[src/rtl/pit_chan.sv]
module pit_chan (
  input  logic       clk,
  input  logic       rst_n,
  input  logic       tick,
  input  logic       gate,
  input  logic       wr_en,
  input  logic       addr,
  input  logic [7:0] wdata,
  input  logic       rd_en,
  output logic [7:0] rdata,
  output logic       out
);
  logic [2:0]  mode;
  logic [1:0]  acc;
  logic [15:0] rv, cnt, lat;
  logic [7:0]  lo_buf, stat;
  logic        wr_hi, rd_hi, lat_v, stat_v, pend, run, loaded, gate_q, trig, out_q;

  wire         wr_ctl   = wr_en & addr;
  wire         wr_dat   = wr_en & ~addr;
  wire         cmd_stat = wr_ctl & (wdata[7:6] == 2'b11);
  wire         cmd_lat  = wr_ctl & ~cmd_stat & (wdata[5:4] == 2'b00);
  wire         cmd_prog = wr_ctl & ~cmd_stat & (wdata[5:4] != 2'b00) & ~wdata[3];
  wire         wr_done  = wr_dat & ((acc != 2'b11) | wr_hi);
  wire [15:0]  new_rv   = (acc == 2'b01) ? {wdata, 8'h00} :
                          (acc == 2'b10) ? {8'h00, wdata} : {wdata, lo_buf};
  wire [15:0]  hi_ld    = rv + {15'd0, rv[0]};
  wire [15:0]  lo_ld    = rv - {15'd0, rv[0]};
  wire [15:0]  src      = lat_v ? lat : cnt;
  wire         rd_msb   = (acc == 2'b01) | ((acc == 2'b11) & rd_hi);
  wire         rd_last  = (acc != 2'b11) | rd_hi;
  wire [7:0]   status   = {out_q, loaded, acc, mode, 1'b0};
  wire         counting = run & (gate | (mode == 3'd1));

  assign rdata = stat_v ? stat : (rd_msb ? src[15:8] : src[7:0]);
  assign out   = out_q;

  always_ff @(posedge clk or negedge rst_n) begin
    if (!rst_n) begin
      mode <= 3'd0;   acc <= 2'b11;
      rv <= '0;       cnt <= '0;     lat <= '0;
      lo_buf <= '0;   stat <= '0;
      wr_hi <= 1'b0;  rd_hi <= 1'b0; lat_v <= 1'b0; stat_v <= 1'b0;
      pend <= 1'b0;   run <= 1'b0;   loaded <= 1'b0;
      gate_q <= 1'b0; trig <= 1'b0;  out_q <= 1'b0;
    end else begin
      gate_q <= gate;
      if (cmd_prog) begin
        mode   <= wdata[3:1];
        acc    <= wdata[5:4];
        wr_hi  <= 1'b0;
        rd_hi  <= 1'b0;
        lat_v  <= 1'b0;
        stat_v <= 1'b0;
        pend   <= 1'b0;
        run    <= 1'b0;
        loaded <= 1'b0;
        trig   <= 1'b0;
        out_q  <= (wdata[3:1] != 3'd0);
      end else begin
        if (wr_dat) begin
          if (wr_done) begin
            rv     <= new_rv;
            wr_hi  <= 1'b0;
            loaded <= 1'b1;
            pend   <= (mode != 3'd1);
            if (mode == 3'd0) begin
              out_q <= 1'b0;
              run   <= 1'b0;
            end
          end else begin
            lo_buf <= wdata;
            wr_hi  <= 1'b1;
          end
        end
        if (cmd_lat & ~lat_v) begin
          lat   <= cnt;
          lat_v <= 1'b1;
        end
        if (cmd_stat & ~stat_v) begin
          stat   <= status;
          stat_v <= 1'b1;
        end
        if (rd_en) begin
          if (stat_v) stat_v <= 1'b0;
          else begin
            rd_hi <= (acc == 2'b11) & ~rd_hi;
            if (rd_last) lat_v <= 1'b0;
          end
        end
        if ((mode == 3'd1) & gate & ~gate_q) trig <= 1'b1;
        if (tick) begin
          if (pend) begin
            cnt  <= (mode == 3'd3) ? hi_ld : rv;
            run  <= 1'b1;
            pend <= 1'b0;
            if (mode != 3'd0) out_q <= 1'b1;
          end else if ((mode == 3'd1) & trig) begin
            cnt    <= rv;
            out_q  <= 1'b0;
            run    <= 1'b1;
            trig   <= 1'b0;
            loaded <= 1'b1;
          end else if (counting) begin
            case (mode)
              3'd2: begin
                if (cnt == 16'd1) begin
                  cnt   <= rv;
                  out_q <= 1'b1;
                end else begin
                  cnt <= cnt - 16'd1;
                  if (cnt == 16'd2) out_q <= 1'b0;
                end
              end
              3'd3: begin
                if (cnt == 16'd2) begin
                  out_q <= ~out_q;
                  cnt   <= out_q ? lo_ld : hi_ld;
                end else begin
                  cnt <= cnt - 16'd2;
                end
              end
              default: begin
                cnt <= cnt - 16'd1;
                if (cnt == 16'd1) begin
                  out_q  <= 1'b1;
                  loaded <= 1'b0;
                end
              end
            endcase
          end
        end
      end
    end
  end
endmodule

[config.mk]
export PLATFORM = sky130hd
export DESIGN_NAME = pit_chan
export DESIGN_NICKNAME = d
export VERILOG_FILES = /design/src/rtl/pit_chan.sv
export SDC_FILE = /design/constraint.sdc
export NUM_CORES = 1
export LEC_CHECK = 0
export BUFFER_PORTS_ARGS = -buffer_cell sky130_fd_sc_hd__buf_2
export CAP_MARGIN = 15
export CORE_UTILIZATION = 36
export CTS_BUF_LIST = sky130_fd_sc_hd__clkbuf_2
export DETAILED_ROUTE_END_ITERATION = 8
export PLACE_DENSITY = 0.55
export SETUP_SLACK_MARGIN = 0.15
export SYNTH_ARGS = -nofsm -noshare
export SYNTH_HDL_FRONTEND = slang
export SYNTH_SLANG_ARGS = --single-unit
[constraint.sdc]
create_clock -name clk -period 3 [get_ports clk]
set_input_delay 0.15 -clock clk [delete_from_list [all_inputs] [get_ports clk]]
set_output_delay 0.15 -clock clk [all_outputs]
set_load 0.02 [all_outputs]
==> flow_summary.toml, run 1 <==
[timing]
hold_viol = 0
slew_violations = 0
period_minus_slack_ns = 2.787
fin_setup_tns_ns = 0
setup_violations = 0
grt_setup_unrepaired = "true"
finalClockSkew_ns = 0.04996
fmax_mhz = 358.9
period_share_pct = 92.88
hold_slack_ns = 0.1014
tightest_slew_ns = 1.073
slew_headroom_pct = 28.45

[finish]
regArea_um2 = 1954
multi_input_area_um2 = 3406
fin_nets = 690
layout_common_cells = "dfrtp_1, nand2_1, mux2_2"
syn_to_final_growth_pct = 11.03
layout_commonest_cell = "dfrtp_1"
fillCellCount = 1565
drive_gt1_share_pct = 20.33

[floorplanning]
dieHeight_um = 127.3
rows = 45
ioPinCount = 24
die-area_um2 = 16190
initial_core_util_pct = 37.02
dieWidth_um = 127.3
fp.coreArea_um2 = 15260

[clock_tree]
clkTransAtPathRegs_ns = 0.26
cts_made_buffers = 9
cts-htree-levels = 3
clock_latency_ns = 0.60
clock-sinks = 78
cts_buffer_depth = 2
cts.repair.resized = 0
root_buffer = "clkbuf_2"
tritoncts = "built"

[synth]
synthFlopType = "dfrtp_1"
ys_seq_elements = 78
syn_nets = 673
synth_edf_count = 0
syn_avg_cell_area_um2 = 8.662
synth_top_area_cell = "dfrtp_1"
ys_types = 69
mappedNetlistArea_um2 = 5648
yosysTopAreaCellShare_pct = 33.67
yosysSeqAreaShare_pct = 34.60
syn_inst = 652
yosysWarnings = 0
yosys-top-cells-area = "dfrtp_1, mux2_2, nand2_1"
synthArstFlopShare_pct = 100.0

[routing]
drtIter0Drc = 527
totalWireLength_um = 18770
first_pass_iters = 5
ant_nets = 0
wl_per_cell_um = 21.18
vias = 5244
routed_via_density = 5.919
drcViolationCount = 0

[critical_path]
start_kind = "flop"
critPathKind = "reg -> reg"
cp_data_arrival_time_ns = 3.33
crit_fanout = 14
required_ns = 3.55
end_kind = "flop"

[power_and_ir_drop]
irDropWorstVdd_uv = 309.4
power_density_nw_per_um2 = 803.8
leakagePower_nw = 2.445

[global_routing]
gr-usage-all-layers_pct = 23.91
overflow = 0
grt_pass1_vias = 4855
grt_pass1_wl_um = 28900
grt_max_degree = 79
antenna_found_initial = 1

[worst_hold_path]
hold_path.class = "in -> reg"

[flow_run]
max-cap-violations = 0

[place]
dp_hpwl_um = 13880
port_buffers = 23
finalWeightedCongestion = 0.9391

[status]
status = "finished clean"
==> metal layers <==
layer  share of wire [%]  GRT usage [%]  up-vias
met1                  43          32.22     2569
met3                 6.8          3.811       20
met2                  48          39.01      213
met5                   0              0        -
li1                    -              -     2442
met4                 2.1          8.333        0
==> through the flow <==
step | utilization, % | instance area [um^2] | instances | power [mW] | setup slack [ns]
after floorplan | - | 5648 | 652 | 3.553 | 0.5908
after global placement | 39.50 | 6027 | 855 | 4.439 | 0.3866
final | 41.10 | 6271 | 886 | 5.041 | 0.2135
after detailed placement | 39.50 | 6027 | 855 | 4.424 | 0.3592
after global routing | 41.10 | 6271 | 886 | 5.364 | 0.1044
after CTS | 41.08 | 6269 | 885 | 5.040 | 0.2421
==> area by class of cell <==
cell class	instances	share of cell area, %
inverters	10	0.5986
well taps	211	4.210
repair buffers	70	8.021
diodes	1	0.03990
multi-input cells	500	54.31
clock buffers	10	0.7981
flip-flops and latches	78	31.17
clock inverters	6	0.8579
==> cell families after synthesis <==
logic type | Yosys count | synth area share [%]
DFF | 78 | 34.60
adders and majority gates | 6 | 1.329
xor gates and xnor gates | 27 | 4.187
muxes | 51 | 11.72
AOI/OAI and AO/OA | 166 | 18.85
and+or+nand+nor | 250 | 24.10
buffers and inverters | 74 | 5.206
==> synth_stat cells (7+ instances only) <==
cell / n
inv_1: 10
mux2_2: 41
nor4_1: 11
dfrtp_1: 76
o21ai_0: 36
a21oi_1: 37
buf_2: 13
nor3b_1: 8
a31oi_1: 9
nand4_1: 11
o22ai_1: 7
xnor2_1: 16
a211oi_1: 13
nand3_1: 26
mux4_2: 8
nor2_1: 34
nand3b_1: 8
a22oi_1: 11
xor2_1: 11
nand2_1: 70
nor3_1: 27
clkbuf_1: 47
o21ai_1: 8
==> flip-flops by register name, summed over array words and instances, names as in the netlist <==
name and count:
gate_q 1, loaded 1, cnt 16, wr_hi 1
lo_buf 8, trig 1, stat 7, stat_v 1
run 1, out 1, rv 16, pend 1
acc 2, mode 3, lat_v 1, lat 16
rd_hi 1
==> worst max-delay path: stages, from the launching register on <==
cell and delay, ns:
dfrtp_1 0.56, nor4_2 0.61, nand4_2 0.52, or4_1 0.64
o21ai_1 0.10, a22oi_1 0.10, a31oi_1 0.21
==> power breakdown <==
| group | switching, mW | internal, mW | leakage, nW |
|---|---|---|---|
| clock | 0.390 | 0.186 | 0.0661 |
| combinational | 1.38 | 1.10 | 1.43 |
| sequential | 0.577 | 1.40 | 0.953 |
==> final timing paths <==
check                            start       to  slack (ns)  depth (start not counted)
max in group asynchronous        rst_n     pend        2.02                          2
min in group asynchronous        rst_n   cnt[9]        0.18                          2
worst min-delay path              addr   acc[1]        0.10                          5
worst max-delay path            cnt[2]  cnt[13]        0.21                          6
worst max register to register  cnt[2]  cnt[13]        0.21                          6
worst min register to register  loaded  stat[6]        0.53                          1
==> what timing repair did <==
item                                    in CTS  in global routing
buffers inserted                             1                  0
gates cloned                                 0                  0
endpoints found under the hold margin      113                  0
hold buffers                                13                  0
endpoints found under the setup margin       2                  2
No activity file was read; power rests on OpenSTA's default activity.
==> run 2, diff against run 1 <==
Settings changed: CORE_MARGIN set to 4, CORE_UTILIZATION 36 to 40, PLACE_DENSITY 0.55 to 0.6.
==> flow_summary.toml, run 2 (synthesis gave the netlist of run 1 again) <==
[status]
status = "finished clean"

[critical_path]
cp_data_arrival_time_ns = 3.16
rrSetupSlack_ns = 0.34
rr_worst_depth = 7
end_kind = "flop"
required_ns = 3.50
r2r_start = "cnt[2]"
start_kind = "flop"
crit_fanout = 10
critPathKind = "reg -> reg"
reg2reg_to = "cnt[0]"

[clock_tree]
tritoncts = "built"
clock-sinks = 78
root_buffer = "clkbuf_2"
cts_buffer_depth = 2
cts-htree-levels = 3
clock_latency_ns = 0.57
clkTransAtPathRegs_ns = 0.26
cts_made_buffers = 9

[floorplanning]
ioPinCount = 24
dieWidth_um = 126.8
rows = 43
dieHeight_um = 126.8
initial_core_util_pct = 40.69
fp.coreArea_um2 = 13880
die-area_um2 = 16080

[global_routing]
grt_pass1_wl_um = 29580
gr-usage-all-layers_pct = 23.50
antenna_found_initial = 0
grt.busiest_layer = "met2"
use_met1_pct = 32.06
grtUsageMet3_pct = 5.305
overflow = 0
grt_use_met2_pct = 37.36
grt_max_degree = 79
grt_pass1_vias = 5085

[timing]
fmax_mhz = 376.4
slew_headroom_pct = 29.47
period_share_pct = 88.57
fin_setup_tns_ns = 0
setup_violations = 0
layout_setup_ws_ns = 0.3430
grt_setup_unrepaired = "false"
finalClockSkew_ns = 0.03945
tightest_slew_ns = 1.058
hold_viol = 0
period_minus_slack_ns = 2.657
slew_violations = 0

[routing]
ant_nets = 0
wl_per_cell_um = 21.62
first_pass_iters = 5
drtIter0Drc = 572
totalWireLength_um = 18680
drcViolationCount = 0
routed_via_density = 6.230
vias = 5383

[finish]
fin_nets = 700
finalCoreUtilization_pct = 45.90
drive_gt1_share_pct = 21.64
reg.largest.list = "cnt: 16 flops, lat: 16 flops, rv: 16 flops"
regArea_um2 = 1954
layout_commonest_cell = "dfrtp_1"
diodes = 0
layout_common_cells = "dfrtp_1, nand2_1, buf_4"
multi_input_area_um2 = 3406
fillCellCount = 1380
syn_to_final_growth_pct = 12.80
final-instance-count-excl-fill = 864

[power_and_ir_drop]
power_density_nw_per_um2 = 836.2
leakagePower_nw = 2.515
p_total_mw = 5.328
irDropWorstVdd_uv = 538.9

[worst_hold_path]
worstHoldStart = "addr"
hold_path.class = "in -> reg"
hold_depth = 4
min_to = "run"

[place]
port_buffers = 23
finalWeightedCongestion = 0.9615
dp_hpwl_um = 13790
post-place-ws_ns = 0.4298
dp.cells = 832

[flow_run]
max-cap-violations = 0
==> run 2: cell types whose count changed in the layout (fill, tap and decap cells not counted), sizes merged <==
cell / delta
clkbuf: -1
buf: +8
diode: -1
bufinv: +2
clkinv: -2
dlygate4sd3: +2
inv: +1
==> run 2: how the worst max path moves through the flow <==
stage	startpoint	endpoint	slack [ns]	cells after the start
3_3_place_gp	cnt[2]	cnt[15]	0.39	8
6_report	cnt[2]	cnt[0]	0.34	7
2_1_floorplan	acc[1]	rdata[6]	0.59	5
5_1_grt	cnt[2]	cnt[15]	0.17	8
4_1_cts	acc[1]	rdata[7]	0.28	6
3_5_place_dp	cnt[2]	cnt[15]	0.43	8
==> run 2: area by class of cell <==
class	count	area share, %
repair buffers	80	9.152
inverters	10	0.5892
clock inverters	7	1.885
well taps	180	3.535
clock buffers	9	0.7070
multi-input cells	500	53.46
flip-flops and latches	78	30.68
==> run 2: power breakdown <==
part	switching (mW)	total, mW	leakage, nW	internal [mW]
logic	1.47	2.63	1.47	1.17
registers	0.507	1.91	0.953	1.40
clock network	0.420	0.782	0.0941	0.363
total	2.40	5.33	2.52	2.93
==> run 2: what timing repair did <==
action,4_1_cts,5_1_grt
buffers inserted,1,0
endpoints found under the hold margin,111,0
hold buffers,15,0
resized for setup,0,0
setup endpoints to repair,2,0
==> run 2: per-stage QoR <==
stage | area [um^2] | hold WS [ns]
floorplan | 5648 | -0.1456
global placement | 6048 | 0.3313
detailed placement | 6048 | 0.3379
CTS | 6371 | 0.06266
global route | 6371 | 0.1202
finish | 6371 | 0.1175
==> run 2: layer usage <==
layer,up-vias,wire length (um)
li1,2460,-
met3,32,1534
met2,257,8686
met4,0,476
met5,-,0
met1,2634,7985
==> run 2: worst max-delay path: stages (launching register included) <==
cell and delay (ns):
dfrtp_1 0.59, nor4_2 0.61, and4_1 0.54, buf_4 0.24, o21ai_1 0.08, a21oi_1 0.22, o21ai_1 0.10, a32o_1 0.22
